**src/rtl/pftx_pkg.sv**
```systemverilog
package pftx_pkg;

  localparam int FRAME_BYTES = 60;
  localparam int IDX_W       = $clog2(FRAME_BYTES);

  localparam logic [47:0] CTRL_GROUP_ADDR = 48'h0180_C200_0001;
  localparam logic [15:0] CTRL_ETHERTYPE  = 16'h8808;
  localparam logic [15:0] CTRL_OPCODE     = 16'h0001;

  typedef enum logic [1:0] {
    REQ_NONE    = 2'd0,
    REQ_PAUSE   = 2'd1,
    REQ_RELEASE = 2'd2
  } req_e;

  // Byte at position idx of the 60-byte control frame body.
  function automatic logic [7:0] body_byte(input logic [IDX_W-1:0] idx,
                                           input logic [47:0]      sa,
                                           input logic [15:0]      qt);
    int i;
    logic [7:0] b;
    i = int'(idx);
    b = 8'h00;
    if (i < 6)       b = CTRL_GROUP_ADDR[8*(5-i) +: 8];
    else if (i < 12) b = sa[8*(11-i) +: 8];
    else if (i < 14) b = CTRL_ETHERTYPE[8*(13-i) +: 8];
    else if (i < 16) b = CTRL_OPCODE[8*(15-i) +: 8];
    else if (i < 18) b = qt[8*(17-i) +: 8];
    return b;
  endfunction

endpackage

```
**src/rtl/pftx_level_ctl.sv**
```systemverilog
module pftx_level_ctl
  import pftx_pkg::*;
#(
  parameter int LVL_W = 12,
  parameter int TMR_W = 16
) (
  input  logic             clk,
  input  logic             rst_n,
  input  logic             enable,
  input  logic [LVL_W-1:0] level,
  input  logic [LVL_W-1:0] upper_thr,
  input  logic [LVL_W-1:0] lower_thr,
  input  logic [TMR_W-1:0] refresh_len,
  input  logic             gen_busy,
  output logic             start,
  output logic             zero_time
);

  logic             advertised_q, advertised_d;
  logic [TMR_W-1:0] tmr_q, tmr_d;
  logic             tmr_en;
  req_e             req;
  logic             above, below, expired;

  assign above   = (level >= upper_thr);
  assign below   = (level <  lower_thr);
  assign expired = (tmr_q == '0);

  always_comb begin
    req = REQ_NONE;
    if (enable && !gen_busy) begin
      if (advertised_q && below)                  req = REQ_RELEASE;
      else if (above && (!advertised_q || expired)) req = REQ_PAUSE;
    end
  end

  always_comb begin
    advertised_d = advertised_q;
    if (req == REQ_PAUSE)        advertised_d = 1'b1;
    else if (req == REQ_RELEASE) advertised_d = 1'b0;
  end

  always_comb begin
    tmr_en = 1'b0;
    tmr_d  = tmr_q;
    if (req == REQ_PAUSE) begin
      tmr_en = 1'b1;
      tmr_d  = refresh_len;
    end else if (!expired) begin
      tmr_en = 1'b1;
      tmr_d  = tmr_q - 1'b1;
    end
  end

  always_ff @(posedge clk or negedge rst_n) begin
    if (!rst_n) begin
      advertised_q <= 1'b0;
      tmr_q        <= '0;
    end else begin
      advertised_q <= advertised_d;
      if (tmr_en) tmr_q <= tmr_d;
    end
  end

  assign start     = (req != REQ_NONE);
  assign zero_time = (req == REQ_RELEASE);

endmodule

```
**src/rtl/pftx_frame_gen.sv**
```systemverilog
module pftx_frame_gen
  import pftx_pkg::*;
(
  input  logic        clk,
  input  logic        rst_n,
  input  logic        start,
  input  logic        zero_time,
  input  logic [15:0] quanta,
  input  logic [47:0] src_addr,
  input  logic        ready,
  output logic        busy,
  output logic        out_valid,
  output logic [7:0]  out_data,
  output logic        out_first,
  output logic        out_last
);

  localparam logic [IDX_W-1:0] LAST_IDX = IDX_W'(FRAME_BYTES - 1);

  logic             busy_q, busy_d;
  logic [IDX_W-1:0] idx_q, idx_d;
  logic [15:0]      time_q;
  logic [47:0]      sa_q;
  logic             load_en, adv_en;

  assign load_en = !busy_q && start;
  assign adv_en  = busy_q && ready;

  always_comb begin
    busy_d = busy_q;
    idx_d  = idx_q;
    if (load_en) begin
      busy_d = 1'b1;
      idx_d  = '0;
    end else if (adv_en) begin
      if (idx_q == LAST_IDX) busy_d = 1'b0;
      else                   idx_d  = idx_q + 1'b1;
    end
  end

  always_ff @(posedge clk or negedge rst_n) begin
    if (!rst_n) begin
      busy_q <= 1'b0;
      idx_q  <= '0;
      time_q <= '0;
      sa_q   <= '0;
    end else begin
      busy_q <= busy_d;
      idx_q  <= idx_d;
      if (load_en) begin
        time_q <= zero_time ? 16'h0000 : quanta;
        sa_q   <= src_addr;
      end
    end
  end

  assign busy      = busy_q;
  assign out_valid = busy_q;
  assign out_first = busy_q && (idx_q == '0);
  assign out_last  = busy_q && (idx_q == LAST_IDX);
  assign out_data  = busy_q ? body_byte(idx_q, sa_q, time_q) : 8'h00;

endmodule

```
**src/rtl/pause_tx_gen.sv**
```systemverilog
module pause_tx_gen #(
  parameter int LVL_W = 12,
  parameter int TMR_W = 16
) (
  input  logic             clk,
  input  logic             rst_n,
  input  logic             tx_pause_en,
  input  logic [LVL_W-1:0] fill_level,
  input  logic [LVL_W-1:0] pause_thresh,
  input  logic [LVL_W-1:0] release_thresh,
  input  logic [15:0]      pause_quanta,
  input  logic [TMR_W-1:0] refresh_cycles,
  input  logic [47:0]      src_mac,
  input  logic             tx_ready,
  output logic             tx_valid,
  output logic [7:0]       tx_data,
  output logic             tx_sop,
  output logic             tx_eop
);

  logic gen_busy, start, zero_time;

  pftx_level_ctl #(.LVL_W(LVL_W), .TMR_W(TMR_W)) u_ctl (
    .clk         (clk),
    .rst_n       (rst_n),
    .enable      (tx_pause_en),
    .level       (fill_level),
    .upper_thr   (pause_thresh),
    .lower_thr   (release_thresh),
    .refresh_len (refresh_cycles),
    .gen_busy    (gen_busy),
    .start       (start),
    .zero_time   (zero_time)
  );

  pftx_frame_gen u_gen (
    .clk       (clk),
    .rst_n     (rst_n),
    .start     (start),
    .zero_time (zero_time),
    .quanta    (pause_quanta),
    .src_addr  (src_mac),
    .ready     (tx_ready),
    .busy      (gen_busy),
    .out_valid (tx_valid),
    .out_data  (tx_data),
    .out_first (tx_sop),
    .out_last  (tx_eop)
  );

endmodule

```
**config.mk**
```make
export PLATFORM = sky130hd
export DESIGN_NAME = pause_tx_gen
export DESIGN_NICKNAME = d
export VERILOG_FILES = /design/src/rtl/pftx_pkg.sv /design/src/rtl/pftx_level_ctl.sv /design/src/rtl/pftx_frame_gen.sv /design/src/rtl/pause_tx_gen.sv
export SDC_FILE = /design/constraint.sdc
export NUM_CORES = 1
export LEC_CHECK = 0
export BUFFER_PORTS_ARGS = -buffer_cell sky130_fd_sc_hd__buf_4
export CORE_MARGIN = 4
export CORE_UTILIZATION = 30
export DETAILED_ROUTE_END_ITERATION = 10
export MAX_ROUTING_LAYER = met4
export SLEW_MARGIN = 25
export SYNTH_ARGS = -nofsm -noshare
export SYNTH_HDL_FRONTEND = slang
export SYNTH_SLANG_ARGS = --single-unit
```
**constraint.sdc**
```tcl
create_clock -name clk -period 2.85 [get_ports clk]
set_input_delay 0.4275 -clock clk [delete_from_list [all_inputs] [get_ports clk]]
set_output_delay 0.4275 -clock clk [all_outputs]
set_load 0.02 [all_outputs]
```
==> results.json <==
{
  "outcome": "complete, no violations",
  "m1WireLength_mm": 6.60,
  "drt_pass1_iterations": 4,
  "path_clk_slew_ns": 0.06,
  "synth_seq_cells": 88,
  "r2r_cells": 11,
  "drt-total-wl_mm": 14.4,
  "worst_hold_slack_ns": 0.126,
  "rsz0062_at_grt": "true",
  "start_util_pct": 30.6,
  "wl_met3_um": 570,
  "route.top_layer_used": "met4",
  "drive_gt1_share_pct": 29.7,
  "cts_tree": "built",
  "synth_edf_count": 0,
  "route.detailed.drc": 0,
  "overflow": 0,
  "dr_wl_met2_mm": 7.03,
  "end_kind": "output port",
  "worstPathRequired_ns": 2.42,
  "cp_max_fo": 6,
  "min_period_over_period_pct": 96.5,
  "crit_arrival_ns": 2.32,
  "ys_seq_area_share_pct": 41.5,
  "grt_pass1_wl_mm": 23.5,
  "antenna_found_initial": 0,
  "avgSynthCellArea_um2": 8.82,
  "clk_latency_ns": 0.34,
  "cp-start-kind": "register",
  "grt_max_degree": 53,
  "crit_type": "register to output port",
  "cts_buffers": 9,
  "yosysWarningCount": 0,
  "cts-root-buf": "clkbuf_16",
  "synthArstFlopShare_pct": 100,
  "synth-main-ff-cell": "dfrtp_1",
  "min_path_type": "primary input to async pin",
  "port_buffers": 130,
  "worst_pin_slew_ns": 0.678,
  "final_common_cell": "nand2_1",
  "cts.sinks": 88,
  "p_leak_nw": 3.54,
  "gp_congestion": 0.863,
  "rows": 48,
  "grt_pass1_vias": 4638,
  "skew_ns": 0.00834,
  "htreeDepth": 3,
  "post-dp-hpwl_mm": 11.3,
  "vias": 4605,
  "design.die.area_um2": 19900,
  "die_h_um": 141,
  "fp.coreArea_um2": 17300,
  "synthCells": 601,
  "total_power_mw": 6.23,
  "syn_area_um2": 5300,
  "finalHoldViolCount": 0,
  "max_cap_viol_count": 0,
  "cp-startpoint": "u_gen.idx_q[3]$_DFFE_PN0P_",
  "wire_per_inst_um": 14.6,
  "syn_nets": 758,
  "final_nets": 913,
  "die_w_um": 141,
  "reg2reg_slack_ns": 0.19,
  "ant_nets": 0,
  "final_cell_mix": "nand2_1, buf_4, dfrtp_1, ha_1, inv_1",
  "track_usage_pct": 15.2,
  "fin_crit_ns": 2.75,
  "timing.slew.headroom_pct": 54.8,
  "setup_viol": 0,
  "timing.rr.end": "u_gen.idx_q[4]$_DFFE_PN0P_",
  "viasPerCell": 4.67,
  "peakVddDrop_v": 0.000358,
  "diodes": 0,
  "clockBufferDepth": 2,
  "drtIter0Drc": 278,
  "synthDistinctLibCells": 59,
  "power_density_nw_per_um2": 864,
  "fmax_mhz": 363,
  "area_growth_pct": 35.9,
  "ios": 131,
  "maxSlewViolCount": 0,
  "rr_startpoint": "u_ctl.tmr_q[5]$_DFFE_PN0P_"
}
metrics by stage:
stage	std cells	utilization (%)	instance area [um2]	worst slack, ns	TNS (ns)
after floorplan	601	-	5330	-0.0205	-0.801
after global placement	966	39.5	6840	-0.190	-9.18
after detailed placement	966	39.5	6840	-0.286	-15.59
after CTS	982	41.1	7110	0.00984	0
after global routing	986	41.6	7200	-0.0350	-0.0531
final	986	41.6	7200	0.0985	0
logic make-up (layout without fill, tap and decap cells):
| kind of cell | count (synthesis) | after routing | synth area share, % |
|---|---|---|---|
| xor+xnor | 20 | 20 | 3.31 |
| flops | 88 | 88 | 41.5 |
| mux | 27 | 27 | 7.18 |
| buf+inv | 59 | 218 | 4.32 |
| simple gates | 295 | 296 | 25.4 |
| fa+ha+maj | 37 | 37 | 8.73 |
| compound gates | 75 | 75 | 9.54 |
flip-flops by register name (all words and copies together) (netlist names):
| signal | cells |
|---|---|
| u_gen.idx_q | 6 |
| u_gen.sa_q | 48 |
| u_gen.time_q | 16 |
| u_gen.busy | 1 |
| u_ctl.advertised_q | 1 |
| u_ctl.tmr_q | 16 |
metal layers:
layer / up-vias / global-route usage [%]
li1: 2334 / -
met1: 2167 / 20.2
met2: 93 / 24.0
met3: 11 / 3.19
met4: 0 / 3.57
met5: - / -
report_power, final:
group          leakage, nW  internal (mW)  switching [mW]  total, mW
registers             1.09           1.84           0.474       2.31
clock network        0.128          0.591           0.473       1.06
logic                 2.32           1.38            1.47       2.85
total                 3.54           3.81            2.41       6.23
worst max-delay path by stage:
| stage | to | slack [ns] | cells past startpoint |
|---|---|---|---|
| after floorplan | u_gen.sa_q[37]$_DFFE_PN0N_ | -0.02 | 13 |
| after global placement | u_gen.idx_q[5]$_DFFE_PN0P_ | -0.19 | 13 |
| after detailed placement | u_gen.idx_q[3]$_DFFE_PN0P_ | -0.29 | 13 |
| after CTS | tx_data[7] | 0.01 | 7 |
| after global routing | tx_data[0] | -0.03 | 7 |
| final | tx_data[2] | 0.1 | 7 |
Yosys cell counts (5+ instances only):
cell type / instances / area [um2]
nand3b_1: 16 / 120
mux4_2: 8 / 180
o21ai_1: 13 / 65.1
mux2i_1: 11 / 110
nor3_1: 6 / 30.0
nor3b_1: 5 / 37.5
ha_1: 37 / 463
a22oi_1: 6 / 45.0
inv_1: 32 / 120
mux2_2: 7 / 78.8
nor2b_1: 5 / 31.3
a21oi_1: 9 / 45.0
nor2_1: 24 / 90.1
nand2_1: 207 / 777
buf_1: 5 / 18.8
clkbuf_1: 18 / 67.6
dfrtp_1: 88 / 2200
xnor2_1: 15 / 131
nand3_1: 5 / 25.0
xor2_1: 5 / 43.8
o21ai_0: 10 / 50.1
worst max-delay path: stages, from the launching register on:
cell	delay (ns)
dfrtp_2	0.47
inv_1	0.16
ha_1	0.32
a2111oi_4	0.12
nor2b_2	0.21
nand3_1	0.18
o22ai_1	0.31
buf_4	0.20
layout make-up:
type                            count  area, um2
Fill cell                        1769      10100
Sequential cell                    88       2210
Tap cell                          225        282
Clock buffer                       13        240
Timing Repair Buffer              170       1350
Inverter                           32        120
Clock inverter                      3       18.8
Multi-Input combinational cell    455       2980
what timing repair did:
item / in CTS / in global routing
pin swaps: 0 / 12
hold buffers: 0 / 0
buffers inserted: 0 / 3
gates resized for setup: 1 / 14
endpoints found under the setup margin: 1 / 77
gates cloned: 0 / 1
No activity file was read; power rests on OpenSTA's default activity.
